<file path="src/rtl/pm_pkg.sv">
package pm_pkg;

    typedef enum logic [1:0] {
        MODE_HIGH   = 2'd0,
        MODE_LOW    = 2'd1,
        MODE_PERIOD = 2'd2,
        MODE_DUAL   = 2'd3
    } mode_e;

    typedef enum logic [1:0] {
        ST_IDLE = 2'd0,
        ST_ARM  = 2'd1,
        ST_RUN  = 2'd2
    } meas_st_e;

endpackage

</file>
<file path="src/rtl/pm_tick_gen.sv">
module pm_tick_gen #(
    parameter int DIV_STEP = 1,
    parameter int SEL_W    = 3
) (
    input  logic             clk,
    input  logic             rst_n,
    input  logic [SEL_W-1:0] div_sel,
    output logic             tick
);
    localparam int MAX_RATIO = (1 << SEL_W) * DIV_STEP;
    localparam int RAT_W     = $clog2(MAX_RATIO + 1);

    typedef struct packed {
        logic [RAT_W-1:0] cnt;
    } tick_s;

    tick_s            t_d, t_q;
    logic [RAT_W-1:0] ratio;
    int               ratio_i;

    always_comb begin
        ratio_i = (int'(div_sel) + 1) * DIV_STEP;
        ratio   = RAT_W'(ratio_i);
        tick    = (t_q.cnt >= ratio - 1'b1);
        t_d     = t_q;
        if (tick) begin
            t_d.cnt = '0;
        end else begin
            t_d.cnt = t_q.cnt + 1'b1;
        end
    end

    always_ff @(posedge clk or negedge rst_n) begin
        if (!rst_n) begin
            t_q <= '0;
        end else begin
            t_q <= t_d;
        end
    end
endmodule

</file>
<file path="src/rtl/pm_edge_filter.sv">
module pm_edge_filter #(
    parameter int FILT_LEN = 3
) (
    input  logic       clk,
    input  logic       rst_n,
    input  logic [1:0] src_sel,
    input  logic       pin_a,
    input  logic       pin_b,
    input  logic       cmp_in,
    input  logic       tick,
    output logic       rise,
    output logic       fall
);
    localparam int STAB_W = $clog2(FILT_LEN + 1);
    localparam logic [STAB_W-1:0] STAB_LAST = STAB_W'(FILT_LEN - 1);

    typedef struct packed {
        logic              s1;
        logic              s2;
        logic              lvl;
        logic [STAB_W-1:0] stab;
    } filt_s;

    filt_s f_d, f_q;
    logic  sel_in;
    logic  accept;

    always_comb begin
        case (src_sel)
            2'd1:    sel_in = pin_b;
            2'd2:    sel_in = cmp_in;
            default: sel_in = pin_a;
        endcase

        f_d    = f_q;
        f_d.s1 = sel_in;
        f_d.s2 = f_q.s1;
        accept = 1'b0;

        if (tick) begin
            if (f_q.s2 == f_q.lvl) begin
                f_d.stab = '0;
            end else if (f_q.stab == STAB_LAST) begin
                f_d.lvl  = f_q.s2;
                f_d.stab = '0;
                accept   = 1'b1;
            end else begin
                f_d.stab = f_q.stab + 1'b1;
            end
        end

        rise = accept && f_q.s2;
        fall = accept && !f_q.s2;
    end

    always_ff @(posedge clk or negedge rst_n) begin
        if (!rst_n) begin
            f_q <= '0;
        end else begin
            f_q <= f_d;
        end
    end
endmodule

</file>
<file path="src/rtl/pm_measure.sv">
module pm_measure
    import pm_pkg::*;
#(
    parameter int CNT_W = 12
) (
    input  logic             clk,
    input  logic             rst_n,
    input  logic             enable,
    input  mode_e            mode,
    input  logic             tick,
    input  logic             rise,
    input  logic             fall,
    input  logic             clr_done,
    output logic [CNT_W-1:0] width_res,
    output logic [CNT_W-1:0] period_res,
    output logic             done,
    output logic             ovf,
    output logic             done_set
);
    localparam logic [CNT_W-1:0] CMAX = '1;

    typedef struct packed {
        meas_st_e         st;
        logic [CNT_W-1:0] cnt;
        logic [CNT_W-1:0] low_hold;
        logic             mid;
        logic [CNT_W-1:0] width;
        logic [CNT_W-1:0] period;
        logic             done;
        logic             ovf;
    } meas_s;

    meas_s            m_d, m_q;
    logic             at_max;
    logic [CNT_W-1:0] bumped;
    logic             start_e;

    always_comb begin
        m_d      = m_q;
        done_set = 1'b0;
        at_max   = (m_q.cnt == CMAX);
        bumped   = at_max ? CMAX : m_q.cnt + 1'b1;
        start_e  = (mode == MODE_HIGH) ? rise : fall;

        if (clr_done) begin
            m_d.done = 1'b0;
            m_d.ovf  = 1'b0;
        end

        if (!enable) begin
            m_d.st  = ST_IDLE;
            m_d.cnt = '0;
            m_d.mid = 1'b0;
        end else begin
            case (m_q.st)
                ST_IDLE, ST_ARM: begin
                    if (start_e) begin
                        m_d.st  = ST_RUN;
                        m_d.cnt = '0;
                        m_d.mid = 1'b0;
                    end else begin
                        m_d.st = ST_ARM;
                    end
                end
                ST_RUN: begin
                    if (tick) begin
                        m_d.cnt = bumped;
                        if (at_max) begin
                            m_d.ovf = 1'b1;
                        end
                    end
                    case (mode)
                        MODE_HIGH: begin
                            if (fall) begin
                                m_d.width = bumped;
                                m_d.done  = 1'b1;
                                done_set  = 1'b1;
                                m_d.st    = ST_ARM;
                            end
                        end
                        MODE_LOW: begin
                            if (rise) begin
                                m_d.width = bumped;
                                m_d.done  = 1'b1;
                                done_set  = 1'b1;
                                m_d.st    = ST_ARM;
                            end
                        end
                        MODE_PERIOD: begin
                            if (fall) begin
                                m_d.period = bumped;
                                m_d.done   = 1'b1;
                                done_set   = 1'b1;
                                m_d.cnt    = '0;
                            end
                        end
                        default: begin
                            if (rise && !m_q.mid) begin
                                m_d.low_hold = bumped;
                                m_d.mid      = 1'b1;
                            end else if (fall && m_q.mid) begin
                                m_d.width  = m_q.low_hold;
                                m_d.period = bumped;
                                m_d.done   = 1'b1;
                                done_set   = 1'b1;
                                m_d.cnt    = '0;
                                m_d.mid    = 1'b0;
                            end
                        end
                    endcase
                end
                default: m_d.st = ST_IDLE;
            endcase
        end
    end

    always_ff @(posedge clk or negedge rst_n) begin
        if (!rst_n) begin
            m_q <= '0;
        end else begin
            m_q <= m_d;
        end
    end

    assign width_res  = m_q.width;
    assign period_res = m_q.period;
    assign done       = m_q.done;
    assign ovf        = m_q.ovf;
endmodule

</file>
<file path="src/rtl/pulse_meter.sv">
module pulse_meter
    import pm_pkg::*;
#(
    parameter int CNT_W       = 12,
    parameter bit WIDE_FILTER = 1'b0
) (
    input  logic             clk,
    input  logic             rst_n,
    input  logic             enable,
    input  logic [1:0]       mode,
    input  logic [1:0]       src_sel,
    input  logic [2:0]       div_sel,
    input  logic             clr_done,
    input  logic             pin_a,
    input  logic             pin_b,
    input  logic             cmp_in,
    output logic [CNT_W-1:0] width_res,
    output logic [CNT_W-1:0] period_res,
    output logic             done,
    output logic             ovf
);
    localparam int FILT_LEN = WIDE_FILTER ? 6 : 3;
    localparam int DIV_STEP = WIDE_FILTER ? 2 : 1;

    logic tick_w;
    logic rise_w;
    logic fall_w;
    logic done_set_w;

    pm_tick_gen #(
        .DIV_STEP (DIV_STEP),
        .SEL_W    (3)
    ) i_tick (
        .clk     (clk),
        .rst_n   (rst_n),
        .div_sel (div_sel),
        .tick    (tick_w)
    );

    pm_edge_filter #(
        .FILT_LEN (FILT_LEN)
    ) i_filt (
        .clk     (clk),
        .rst_n   (rst_n),
        .src_sel (src_sel),
        .pin_a   (pin_a),
        .pin_b   (pin_b),
        .cmp_in  (cmp_in),
        .tick    (tick_w),
        .rise    (rise_w),
        .fall    (fall_w)
    );

    pm_measure #(
        .CNT_W (CNT_W)
    ) i_meas (
        .clk        (clk),
        .rst_n      (rst_n),
        .enable     (enable),
        .mode       (mode_e'(mode)),
        .tick       (tick_w),
        .rise       (rise_w),
        .fall       (fall_w),
        .clr_done   (clr_done),
        .width_res  (width_res),
        .period_res (period_res),
        .done       (done),
        .ovf        (ovf),
        .done_set   (done_set_w)
    );
endmodule

</file>
<file path="config.mk">
export PLATFORM = sky130hd
export DESIGN_NAME = pulse_meter
export DESIGN_NICKNAME = d
export VERILOG_FILES = /design/src/rtl/pm_pkg.sv /design/src/rtl/pm_tick_gen.sv /design/src/rtl/pm_edge_filter.sv /design/src/rtl/pm_measure.sv /design/src/rtl/pulse_meter.sv
export SDC_FILE = /design/constraint.sdc
export NUM_CORES = 1
export LEC_CHECK = 0
export ABC_AREA = 1
export BUFFER_PORTS_ARGS = -buffer_cell sky130_fd_sc_hd__buf_4
export CAP_MARGIN = 20
export CORE_AREA = 2 2 82 84
export DETAILED_ROUTE_END_ITERATION = 12
export DIE_AREA = 0 0 84 86
export PLACE_DENSITY = 0.85
export SLEW_MARGIN = 15
export SYNTH_ARGS = -nofsm -noshare
export SYNTH_HDL_FRONTEND = slang
export SYNTH_SLANG_ARGS = --single-unit
</file>
<file path="constraint.sdc">
create_clock -name clk -period 2.9 [get_ports clk]
set_clock_uncertainty 0.05 [all_clocks]
set_input_delay 0.435 -clock clk [delete_from_list [all_inputs] [get_ports clk]]
set_output_delay 0.435 -clock clk [all_outputs]
set_load 0.05 [all_outputs]
</file>
# [Word-level counts from Yosys, hierarchy flattened]
# Index checks and enable logic that the tools add are counted.
[op_classes] n_bitwise=4 add_sub_neg=5 reduce_logical=20 magnitude_cmp=1 muxes=42 n_eq_ne=21
[op_table] cell="12-bit two-way mux" n=8
[op_table] cell="12-bit one-hot mux with 2 select lines" n=3
[op_table] cell="12-bit one-hot mux with 3 select lines" n=1
[op_table] cell="26-bit two-way mux" n=1
[op_table] cell="25-bit two-way mux" n=1
[op_table] cell="2-bit two-way mux" n=8
[op_table] cell="14-bit two-way mux" n=1
[op_table] cell="13-bit two-way mux" n=1
[op_table] cell="12-bit by 1-bit adder with 12-bit output, second input constant" n=1
[op_table] cell="12-bit equality test, second input constant" n=1
[op_table] cell="1-bit two-way mux" n=12
[op_table] cell="2-bit equality test, second input constant" n=4
[op_table] cell="4-bit by 2-bit != test with 1-bit output, second input constant" n=2
[op_table] cell="4-bit by 3-bit != test with 1-bit output, second input constant" n=2
[op_table] cell="2-bit one-hot mux with 2 select lines" n=2
[op_table] cell="4-bit AND reduction" n=2
[op_table] cell="7-bit AND reduction" n=1
[op_table] cell="2-bit by 1-bit equality test with 1-bit output, second input constant" n=3
[op_table] cell="2-bit by 1-bit != test with 1-bit output, second input constant" n=3
[op_table] cell="3-bit by 2-bit != test with 1-bit output, second input constant" n=2
[op_table] cell="3-bit AND reduction" n=2
[op_table] cell="6-bit AND reduction" n=1
[op_table] cell="3-bit by 1-bit adder with 4-bit output, second input constant" n=1
[op_table] cell="4-bit by 1-bit adder with 4-bit output, second input constant" n=1
[op_table] cell="19 further kinds" n=29
[totals] out_inout_bits=26 register_bits=62 inputBits=14

# [Longest topological paths before layout]
# Gate-level depths: netlist of run 1.
[depth] ltp_word=11 mapped_depth=15 mapped_depth_nobuf=14

# [Hierarchy]
# From an unflattened synthesis of run 1, not the netlist that was laid out.
[unflattened] hier_cells=449 hier_area_um2=3545.9
[modules_own_cells] module="pm_measure" cells_per_inst=384 instances=1 area_per_inst_um2=3020.4
[modules_own_cells] module="pm_edge_filter" cells_per_inst=36 instances=1 area_per_inst_um2=275.3
[modules_own_cells] module="pm_tick_gen" cells_per_inst=29 instances=1 area_per_inst_um2=250.2

# [Worst setup path before layout of run 1]
# OpenSTA, ideal clock, no wires.
[synth_path] path_kind="input to register" start="input div_sel[2]" end="register i_meas.m_q (netlist bit i_meas.period_res[5])" slack_ns=0.839 t_arrival_ns=1.890 cell_stages=13 path_cell_list="inv_1 ha_1 inv_1 nor2_1 nand2_1 nand3_1 buf_2 nand4_2 nand2_1 nand3_2 buf_2 nand2_1 o21ai_1"
[synth_via] elab_chain_len=8 word_cells_on_any_way=12
[synth_lines] item="start, declared" line="pulse_meter.sv:12" rtl="input logic [2:0] div_sel,"
[synth_lines] item="3-bit by 1-bit adder with 4-bit output *" line="pm_tick_gen.sv:22" rtl="ratio_i = (int'(div_sel) + 1) * DIV_STEP;"
[synth_lines] item="4-bit by 1-bit subtractor with 4-bit output *" line="pm_tick_gen.sv:24" rtl="tick = (t_q.cnt >= ratio - 1'b1);"
[synth_lines] item="4-bit >= comparator *" line="pm_tick_gen.sv:24"
[synth_lines] item="1-bit two-way mux *" line="pm_edge_filter.sv:40" rtl="if (tick) begin"
[synth_lines] item="1-bit logical AND, on equally long branches" line="pm_edge_filter.sv:52, pm_edge_filter.sv:53"
[synth_lines] item="1-bit logical AND, on equally long branches" line="pm_measure.sv:98, pm_measure.sv:101"
[synth_lines] item="2-bit != test (no source line) or 2-bit nonzero test (tied branches)"
[synth_lines] item="6-bit AND reduction (no source line) *"
[synth_lines] item="end signal, assigned" line="pm_measure.sv:121" rtl="m_q <= m_d;"
[synth_lines] item="end, declared" line="pm_measure.sv:33" rtl="meas_s m_d, m_q;"
# Every way passes the cells marked *; elsewhere a longest branch is shown, timed or not.
# A chain may end at the register's enable or synchronous reset.

# [Final worst setup path of run 1]
[layout_path] start="register i_tick.t_q[2] (netlist name)" end="register i_meas.m_q[37] (netlist name)"
[layout_via] elab_chain_len=5
[layout_lines] item="start, declared" line="pm_tick_gen.sv:17" rtl="tick_s t_d, t_q;"
[layout_lines] item="start signal, assigned" line="pm_tick_gen.sv:37" rtl="t_q <= t_d;"
[layout_lines] item="4-bit >= comparator" line="pm_tick_gen.sv:24"
[layout_lines] item="1-bit two-way mux" line="pm_edge_filter.sv:40"
[layout_lines] item="1-bit logical AND" line="pm_edge_filter.sv:52" rtl="rise = accept && f_q.s2;"
[layout_lines] item="1-bit logical AND" line="pm_measure.sv:98" rtl="if (rise && !m_q.mid) begin"
[layout_lines] item="4-bit AND reduction (no source line)"
# No other way between the ends.

==> results of run 1 <==
## how the worst max path moves through the flow
stage / start / endpoint / slack, ns / cells past startpoint
6_report: i_tick.t_q[2] / i_meas.m_q[37] / 0.39 / 10
5_1_grt: i_tick.t_q[1] / i_meas.period_res[9] / 0.13 / 10
4_1_cts: i_tick.t_q[2] / i_meas.m_q[37] / 0.41 / 10
3_5_place_dp: div_sel[2] / i_meas.m_q[37] / 0.28 / 12
3_3_place_gp: div_sel[2] / i_meas.period_res[3] / 0.40 / 12
2_1_floorplan: div_sel[2] / i_meas.period_res[5] / 0.84 / 13
## cell usage in the layout, fill, tap and decap left out, types with 2 or more instances in the layout
cell type | synthesis | final
or2_2 | 2 | 2
nand2_1 | 163 | 163
a21oi_2 | 3 | 3
nand4_1 | 7 | 7
nand3_2 | 3 | 3
o21ai_1 | 24 | 24
xor2_1 | 3 | 3
clkbuf_8 | 0 | 9
nor2_2 | 4 | 4
buf_4 | 26 | 44
a21oi_1 | 8 | 8
o211ai_1 | 2 | 2
clkinv_2 | 0 | 3
inv_1 | 50 | 50
inv_2 | 6 | 6
dfrtp_1 | 62 | 62
bufinv_16 | 0 | 2
nor3_1 | 3 | 3
o21ai_0 | 12 | 12
xnor2_1 | 2 | 2
o22ai_1 | 5 | 5
ha_1 | 7 | 7
nor2_1 | 28 | 28
nand3_1 | 36 | 36
## registers in the layout, summed over array words and instances (netlist names)
register / cells
i_meas.ovf: 1
i_tick.t_q: 4
i_meas.done: 1
i_meas.width_res: 12
i_filt.f_d: 1
i_meas.m_q: 27
i_meas.period_res: 12
i_filt.f_q: 4
## logic make-up after synthesis
family | synth area share (%)
and+or+nand+nor | 30.7
adders and majority gates | 2.44
DFF | 43.3
AOI/OAI and AO/OA | 8.62
xor gates and xnor gates | 1.68
buffers and inverters | 13.3
## power by group through the flow
stage          registers (uW)  clock network [uW]  logic [uW]
2_1_floorplan             991                   0         522
3_3_place_gp             1000                   0         670
3_5_place_dp             1000                   0         687
4_1_cts                   989                 808         697
5_1_grt                   996                 851         790
6_report                  990                 802         697
## layer usage
metal,GRT usage (%),up-vias
met5,0,-
met4,13.2,0
met3,4.33,22
met2,37.7,101
met1,30.3,1364
li1,-,1528
## through the flow
| step | cells | total power [uW] | util [%] | instance area (um^2) | setup WS, ns |
|---|---|---|---|---|---|
| 6_report | 576 | 2490 | 62.9 | 3950 | 0.392 |
| 3_5_place_dp | 561 | 1690 | 59.7 | 3750 | 0.285 |
| 4_1_cts | 576 | 2490 | 62.9 | 3950 | 0.408 |
| 3_3_place_gp | 561 | 1670 | 59.7 | 3750 | 0.399 |
| 2_1_floorplan | 478 | 1510 | - | 3590 | 0.839 |
| 5_1_grt | 576 | 2640 | 62.9 | 3950 | 0.129 |
## synthesized netlist by cell type, types with 2 or more instances
library cell    n  area, um^2
nand2_1       163         612
dfrtp_1        62        1550
inv_1          50         188
nand3_1        36         180
nor2_1         28         105
buf_4          26         195
o21ai_1        24         120
o21ai_0        12        60.1
a21oi_1         8        40.0
buf_2           8        40.0
ha_1            7        87.6
nand4_1         7        43.8
inv_2           6        22.5
o22ai_1         5        31.3
nor2_2          4        25.0
a21oi_2         3        26.3
nand3_2         3        30.0
nor3_1          3        15.0
xor2_1          3        26.3
buf_6           2        22.5
o211ai_1        2        15.0
or2_2           2        12.5
xnor2_1         2        17.5
## worst max-delay path, stage by stage (launching register included)
cell     delay (ns)
dfrtp_1        0.41
ha_1           0.31
inv_1          0.05
nor2_1         0.10
nand2_1        0.07
nand3_1        0.34
nand3_2        0.18
nor2_2         0.20
nand3_2        0.38
nor2_1         0.25
a21oi_2        0.05
## area by class of cell
type	instances	area share [%]
Timing Repair Buffer	44	8.36
Inverter	56	5.32
Multi-Input combinational cell	322	39.5
Clock buffer	10	3.23
Clock inverter	5	1.90
Tap cell	77	2.44
Sequential cell	62	39.3
==> run summary, run 1 <==
Fillers - 539
Async SR Flop Fraction - 100%
Required time of the critical path - 3.08 ns
First-pass GRT wire length - 13400 um
Worst-skew pair later-pin latency - 0.34 ns
Crit end category - flip-flop
CTS sink count - 62
Synth-to-Final Area Change - 10.2%
Ys Warns - 0
Routed Antenna Nets - 0
Die height - 86 um
CTS buffer count - 9
Initial antenna violation count - 0
Synth Instances - 478
Register-to-Register Path Depth - 10
Worst-path fanout max - 24
Max-Cap Viols - 0
Nets@finish - 516
Leakage power - 0.00206 uW
Core ar. - 6280 um^2
Worst VDD drop - 0.379 mV
Max Fclk - 0.399 GHz
Multi-input logic area - 1560 um^2
Syn_nets - 499
Clock transition at path regs - 0.07 ns
Syn_area_per_cell - 7.50 um^2
Status - finished clean
Initial core utilization - 57.1%
Grt total ovfl - 0
# IOs - 40
DP HPWL - 5610 um
Reg-to-reg slack, setup - 0.39 ns
Worst hold path class - in2async
CTS resizes - 0
Sequential Power Share - 39.8%
Post-synth design cell area - 3590 um^2
Switching power - 849 uW
Wire per inst - 13.4 um
FF/Latch Area - 1550 um^2
Hold_buf cts - 0
Die ar. - 7220 um^2
Detailed-route via count - 3015
Wl on met1 - 3420 um
Worst-margin pin slew - 0.752 ns
CP startpoint kind - flip-flop
Row count - 29
Critical path type - reg2reg
Initial DRC count - 259
Top sig layer - met4
P_int - 1640 uW
RSZ-0062 raised after global routing - false
Drt pass-1 iters - 4
R2R Path End - i_meas.m_q[37]
TritonCTS clock tree - yes
Synth Flop Type - dfrtp_1
Total Routing Usage GR - 23.5%
PortBufs - 39
Met2 WL post-DR - 3490 um
DRC - 0
GP Congestion - 0.911
Power Dens Cells - 630 nW/um^2
Final period util - 86.5%
Synth unique cells - 35
Tmin final - 2.51 ns
H-tree depth - 3
Root Driver - clkbuf_8
Yosys reg bits - 62
Final hold vios - 0
Largest net degree at the start of global routing - 63
Part of the power in combinational logic - 28.0%
Post-synth EDFFs - 0
Power share of the clock group - 32.2%
Number of global-route vias before repair - 2909
Final Setup Violations - 0
Vias per cell - 5.23
Sequential cell area fraction in the yosys report - 43.3%
DRT Wirelength - 7690 um
Relative slew slack - 49.8%
Worst Path Arrival - 2.69 ns
Share of layout cells above drive strength 1 - 16.2%
Sw frac - 34.1%
R2R Path Start - i_tick.t_q[2]
Worst Hold Margin - 0.107 ns
CTS Buffer Depth - 2
TNS Setup - 0 ns
Die width - 84 um
Slew Viols, Final - 0
N_diodes - 0
Routed wl met3 - 502 um
Setup Fix Bufs, Post-CTS - 0
Power figures use the tool's default switching activity.
==> inputs of run 2 (changes only) <==
ABC_AREA = default   (was 1)
CORE_AREA = 2 2 78 80   (was 2 2 82 84)
DIE_AREA = 0 0 80 82   (was 0 0 84 86)
==> run summary, run 2 <==
Status - finished clean
Initial core utilization - 55.7%
Routed Antenna Nets - 0
Post-synth design cell area - 3200 um^2
Hold_buf cts - 0
Combinational family with the most area after synthesis - compound AO/OA/AOI/OAI gates
Synth top area share - 48.5%
Reg-to-reg slack, setup - 0.47 ns
Worst VDD drop - 0.390 mV
Synth-to-Final Area Change - 11.6%
Commonest cells after routing, fill and taps aside - dfrtp_1 (62), buf_4 (44), nor2_1 (19), mux2_2 (18), nand2_1 (14)
Most common cell after layout, fill and taps aside - dfrtp_1
Ys Warns - 0
XOR/XNOR Fraction of Synth Area - 0.547%
Number of global-route vias before repair - 2180
Post-synth EDFFs - 0
Initial antenna violation count - 0
Syn_area_per_cell - 11.1 um^2
Met2 WL post-DR - 2970 um
Sequential cell area fraction in the yosys report - 48.5%
Grt total ovfl - 0
Syn_nets - 310
Synth Flop Type - dfrtp_1
Total Routing Usage GR - 20.3%
DP HPWL - 4150 um
Nets@finish - 332
Setup Fix Bufs, Post-CTS - 0
CP startpoint kind - flip-flop
PortBufs - 39
Count leader, synth - dfrtp_1
Post-Synth Simple-Gate Area - 13.3%
Initial DRC count - 134
Wl on met1 - 2520 um
Power Dens Cells - 524 nW/um^2
Relative slew slack - 41.0%
Max-Cap Viols - 0
Mux contribution to synthesized area - 11.1%
Worst Path Arrival - 2.59 ns
Yosys reg bits - 62
Die height - 82 um
CTS resizes - 0
Critical path type - reg2reg
Power Total - 1870 uW
Leakage power - 0.00172 uW
Required time of the critical path - 3.07 ns
Fin util - 62.2%
Final period util - 83.7%
First-pass GRT wire length - 10000 um
Post-synth top cells - dfrtp_1 (62), buf_4 (26), nor2_1 (19)
GP Congestion - 0.918
Design area - 3570 um^2
Biggest register - i_meas.m_q
CTS Buffer Depth - 2
Max FFs per register - 27
Die ar. - 6560 um^2
Root Driver - clkbuf_8
Row count - 28
Top sig layer - met4
Dpl cell area - 3400 um^2
N_diodes - 0
Post-synthesis compound-gate area fraction - 15.6%
TNS Setup - 0 ns
DRT Wirelength - 5880 um
Worst-skew pair later-pin latency - 0.33 ns
Drt pass-1 iters - 4
Final Setup Violations - 0
Largest net degree at the start of global routing - 63
Synth area leader - dfrtp_1
Die width - 80 um
Tmin final - 2.43 ns
Fin worst setup slack - 0.473 ns
Share of layout cells above drive strength 1 - 29.3%
Core ar. - 5750 um^2
Synth area leaders - dfrtp_1 (48%), mux2_2 (6.3%), buf_4 (6.1%)
DRC - 0
# IOs - 40
Detailed-route via count - 2210
Adder-cell area share of the yosys netlist - 2.74%
Synth Instances - 289
Synth unique cells - 47
CTS buffer count - 9
Worst hold path class - in2async
Async SR Flop Fraction - 100%
H-tree depth - 3
Slew Viols, Final - 0
TritonCTS clock tree - yes
Clock transition at path regs - 0.06 ns
CTS sink count - 62
Max Fclk - 0.412 GHz
Final hold vios - 0
Routed wl met3 - 296 um
Place WS - 0.320 ns
Wire per inst - 15.1 um
Crit end category - flip-flop
Fillers - 502
Vias per cell - 5.68
Worst-path fanout max - 13
RSZ-0062 raised after global routing - false
Worst-margin pin slew - 0.878 ns
[run 2: cell types whose count changed after synthesis, sizes merged, moves of 7 or more]
cell	previous run	this run
inv	56	10
nand3	39	5
nor2	33	19
a22oi	1	12
nand4	9	2
buf	37	30
o21ai	36	5
a21oi	11	18
nand2	164	16
nand2b	0	11
mux2	0	29
a22o	0	12
[run 2: through the flow]
stage / hold slack [ns] / std cells
detailed placement: 0.286 / 375
CTS: 0.143 / 389
global route: 0.186 / 389
floorplan: 0.0894 / 289
global placement: 0.284 / 375
finish: 0.122 / 389
[run 2: cell families after synthesis]
| kind of cell | Yosys count |
|---|---|
| AOI/OAI and AO/OA | 64 |
| xor gates and xnor gates | 2 |
| adders and majority gates | 7 |
| buffers and inverters | 43 |
| DFF | 62 |
| muxes | 31 |
| and+or+nand+nor | 80 |
[run 2: layout make-up]
class	instances	area (um^2)	share of cell area, %
Clock buffer	13	169	4.73
Clock inverter	1	5.00	0.140
Inverter	10	37.5	1.05
Sequential cell	62	1550	43.4
Timing Repair Buffer	44	330	9.25
Tap cell	75	93.8	2.63
Multi-Input combinational cell	184	1390	38.8
[run 2: worst max-delay path, cell delays in order, from the launching register on]
cell and delay, ns:
dfrtp_1 0.41, ha_1 0.33, a211o_1 0.30, a31oi_4 0.29, nor2_1 0.11, nand2_1 0.42
mux2_2 0.40
[run 2: layer usage]
| metal | vias to the layer above | global-route usage [%] |
|---|---|---|
| met5 | - | 0 |
| met4 | 0 | 6.61 |
| met3 | 14 | 7.03 |
| met2 | 51 | 34.2 |
| met1 | 1079 | 24.5 |
| li1 | 1066 | - |
[run 2: worst paths after layout]
kind                          startpoint              endpoint  depth (start not counted)
min in group clk                clr_done           i_meas.done                          2
setup reg to reg           i_tick.t_q[2]        i_meas.m_q[32]                          6
setup / recovery           i_tick.t_q[2]        i_meas.m_q[32]                          6
max in group asynchronous          rst_n         i_filt.f_d[3]                          1
hold reg to reg            i_filt.f_d[3]         i_filt.f_q[3]                          0
hold / removal                     rst_n  i_meas.period_res[5]                          1
[run 2: power breakdown]
part	switching (uW)	internal, uW	leakage (uW)	total, uW
Clock	294	369	0.0000914	663
Sequential	32.6	907	0.000855	939
Combinational	151	118	0.000769	269
Total	477	1390	0.00172	1870
==> inputs of run 3 (changes only) <==
clock period = 2.4 ns   (was 2.9 ns; I/O delays follow)
==> run summary, run 3 (synthesized netlist as in run 2, its figures left out) <==
GR peak layer - met2
Final period util - 93.7%
CP most frequent cell - buf_4
Most common cell after layout, fill and taps aside - dfrtp_1
CP startpoint kind - flip-flop
R2R Path End - i_meas.width_res[9]
Sw frac - 25.5%
Leakage power - 0.00175 uW
Final Setup Violations - 0
First-pass GRT wire length - 10300 um
Power share of the clock group - 38.2%
DRC - 0
Initial core utilization - 55.7%
Worst VDD drop - 0.415 mV
Detailed-route via count - 2227
Worst-path fanout max - 12
Die ar. - 6560 um^2
TritonCTS clock tree - yes
Max-Cap Viols - 0
Worst hold path class - in2async
Sequential Power Share - 47.4%
Critical Path Start - i_tick.t_q[2]
PortBufs - 39
Final hold vios - 0
Slowest cell on crit path - dfrtp_1
Met1 usage - 26.9%
Power Dens Cells - 658 nW/um^2
Worst-margin pin slew - 0.750 ns
Top delay family on crit path - compound AO/OA/AOI/OAI gates
Max FFs per register - 27
Met3 usage - 4.18%
Fillers - 488
R2R Path Start - i_tick.t_q[2]
DP HPWL - 4300 um
P_int - 1780 uW
CTS sink count - 62
Core ar. - 5750 um^2
Die width - 80 um
Power Total - 2390 uW
Clock transition at path regs - 0.07 ns
Relative slew slack - 50.0%
Tmin final - 2.25 ns
CTS Buffer Depth - 2
N_diodes - 0
Number of global-route vias before repair - 2233
Switching power - 610 uW
Crit end category - flip-flop
Slew Viols, Final - 0
Largest net degree at the start of global routing - 63
H-tree depth - 3
Worst-skew pair later-pin latency - 0.34 ns
Root Driver - clkbuf_8
Crit path largest cell delay - 0.40 ns
Grt total ovfl - 0
Multi-input logic area - 1390 um^2
Max Fclk - 0.445 GHz
Total Routing Usage GR - 21.0%
DRT Wirelength - 5990 um
Synth-to-Final Area Change - 13.7%
Biggest register - i_meas.m_q
CTS buffer count - 9
Status - finished clean
Initial antenna violation count - 0
Placed insts - 378
Die height - 82 um
CP bufs+invs - 2
Global-route met2 utilization - 32.7%
Row count - 28
Reg-to-reg slack, setup - 0.15 ns
Part of the power in combinational logic - 14.5%
Register-to-Register Path Depth - 8
Critical path type - reg2reg
Vias per cell - 5.65
Required time of the critical path - 2.61 ns
Setup Fix Bufs, Post-CTS - 0
Share of layout cells above drive strength 1 - 30.7%
Routed Antenna Nets - 0
GP Congestion - 0.902
TNS Setup - 0 ns
FF/Latch Area - 1550 um^2
Initial DRC count - 134
Drt pass-1 iters - 4
RSZ-0062 raised after global routing - false
# IOs - 40
Commonest cells after routing, fill and taps aside - dfrtp_1 (62), buf_4 (46), nor2_1 (19), mux2_2 (18), nand2_1 (14)
Wire per inst - 15.2 um
Worst Path Arrival - 2.46 ns
Crit-path cells - ha_1, a211o_1, a31oi_4, buf_4, nor4_1, buf_4, a22oi_1, a21oi_1
Nets@finish - 335
Layout Cells excl Fill - 394
run 3: changes by cell type in the layout (fill, tap and decap cells not counted), sizes merged:
cell    delta
bufinv     +1
clkbuf     -1
buf        +3
clkinv     +2
run 3: layer usage:
layer	wire, um	vias to the layer above
li1	-	1075
met1	2610	1075
met2	2930	58
met3	247	19
met4	206	0
met5	0	-
run 3: how the worst max path moves through the flow:
stage | endpoint | slack (ns) | cells past startpoint
after CTS | i_meas.m_q[44] | 0.07 | 6
final | i_meas.width_res[9] | 0.15 | 8
after detailed placement | i_meas.m_q[44] | 0.02 | 8
after global routing | i_meas.width_res[0] | 0.03 | 8
after global placement | i_meas.m_q[43] | 0.11 | 8
after floorplan | i_meas.period_res[10] | 0.18 | 8
run 3: final cells by class:
cell class	count	share of cell area (%)
clock buffer	12	4.26
clock inverter	4	1.24
inverter	10	1.03
multi-input combinational	184	38.2
sequential	62	42.6
tap	75	2.58
timing repair buffer	47	10.0
run 3: power by group through the flow:
stage / clock, uW / sequential, uW / combinational [uW]
finish: 913 / 1130 / 346
global route: 985 / 1140 / 395
CTS: 935 / 1130 / 351
detailed placement: 0 / 1150 / 349
global placement: 0 / 1150 / 335
floorplan: 0 / 1140 / 232
run 3: metrics by stage:
stage / setup slack (ns) / cell area [um^2] / utilization (%) / hold slack [ns]
after floorplan: 0.184 / 3200 / - / 0.0144
after global placement: 0.108 / 3430 / 59.8 / 0.284
after detailed placement: 0.0209 / 3430 / 59.8 / 0.289
after CTS: 0.0698 / 3630 / 63.2 / 0.0643
after global routing: 0.0315 / 3640 / 63.3 / 0.114
final: 0.152 / 3640 / 63.3 / 0.0364
run 3: what timing repair did:
item                                    CTS  global route
gates resized for setup                   0             1
endpoints found under the setup margin    0             7
hold buffers                              0             0
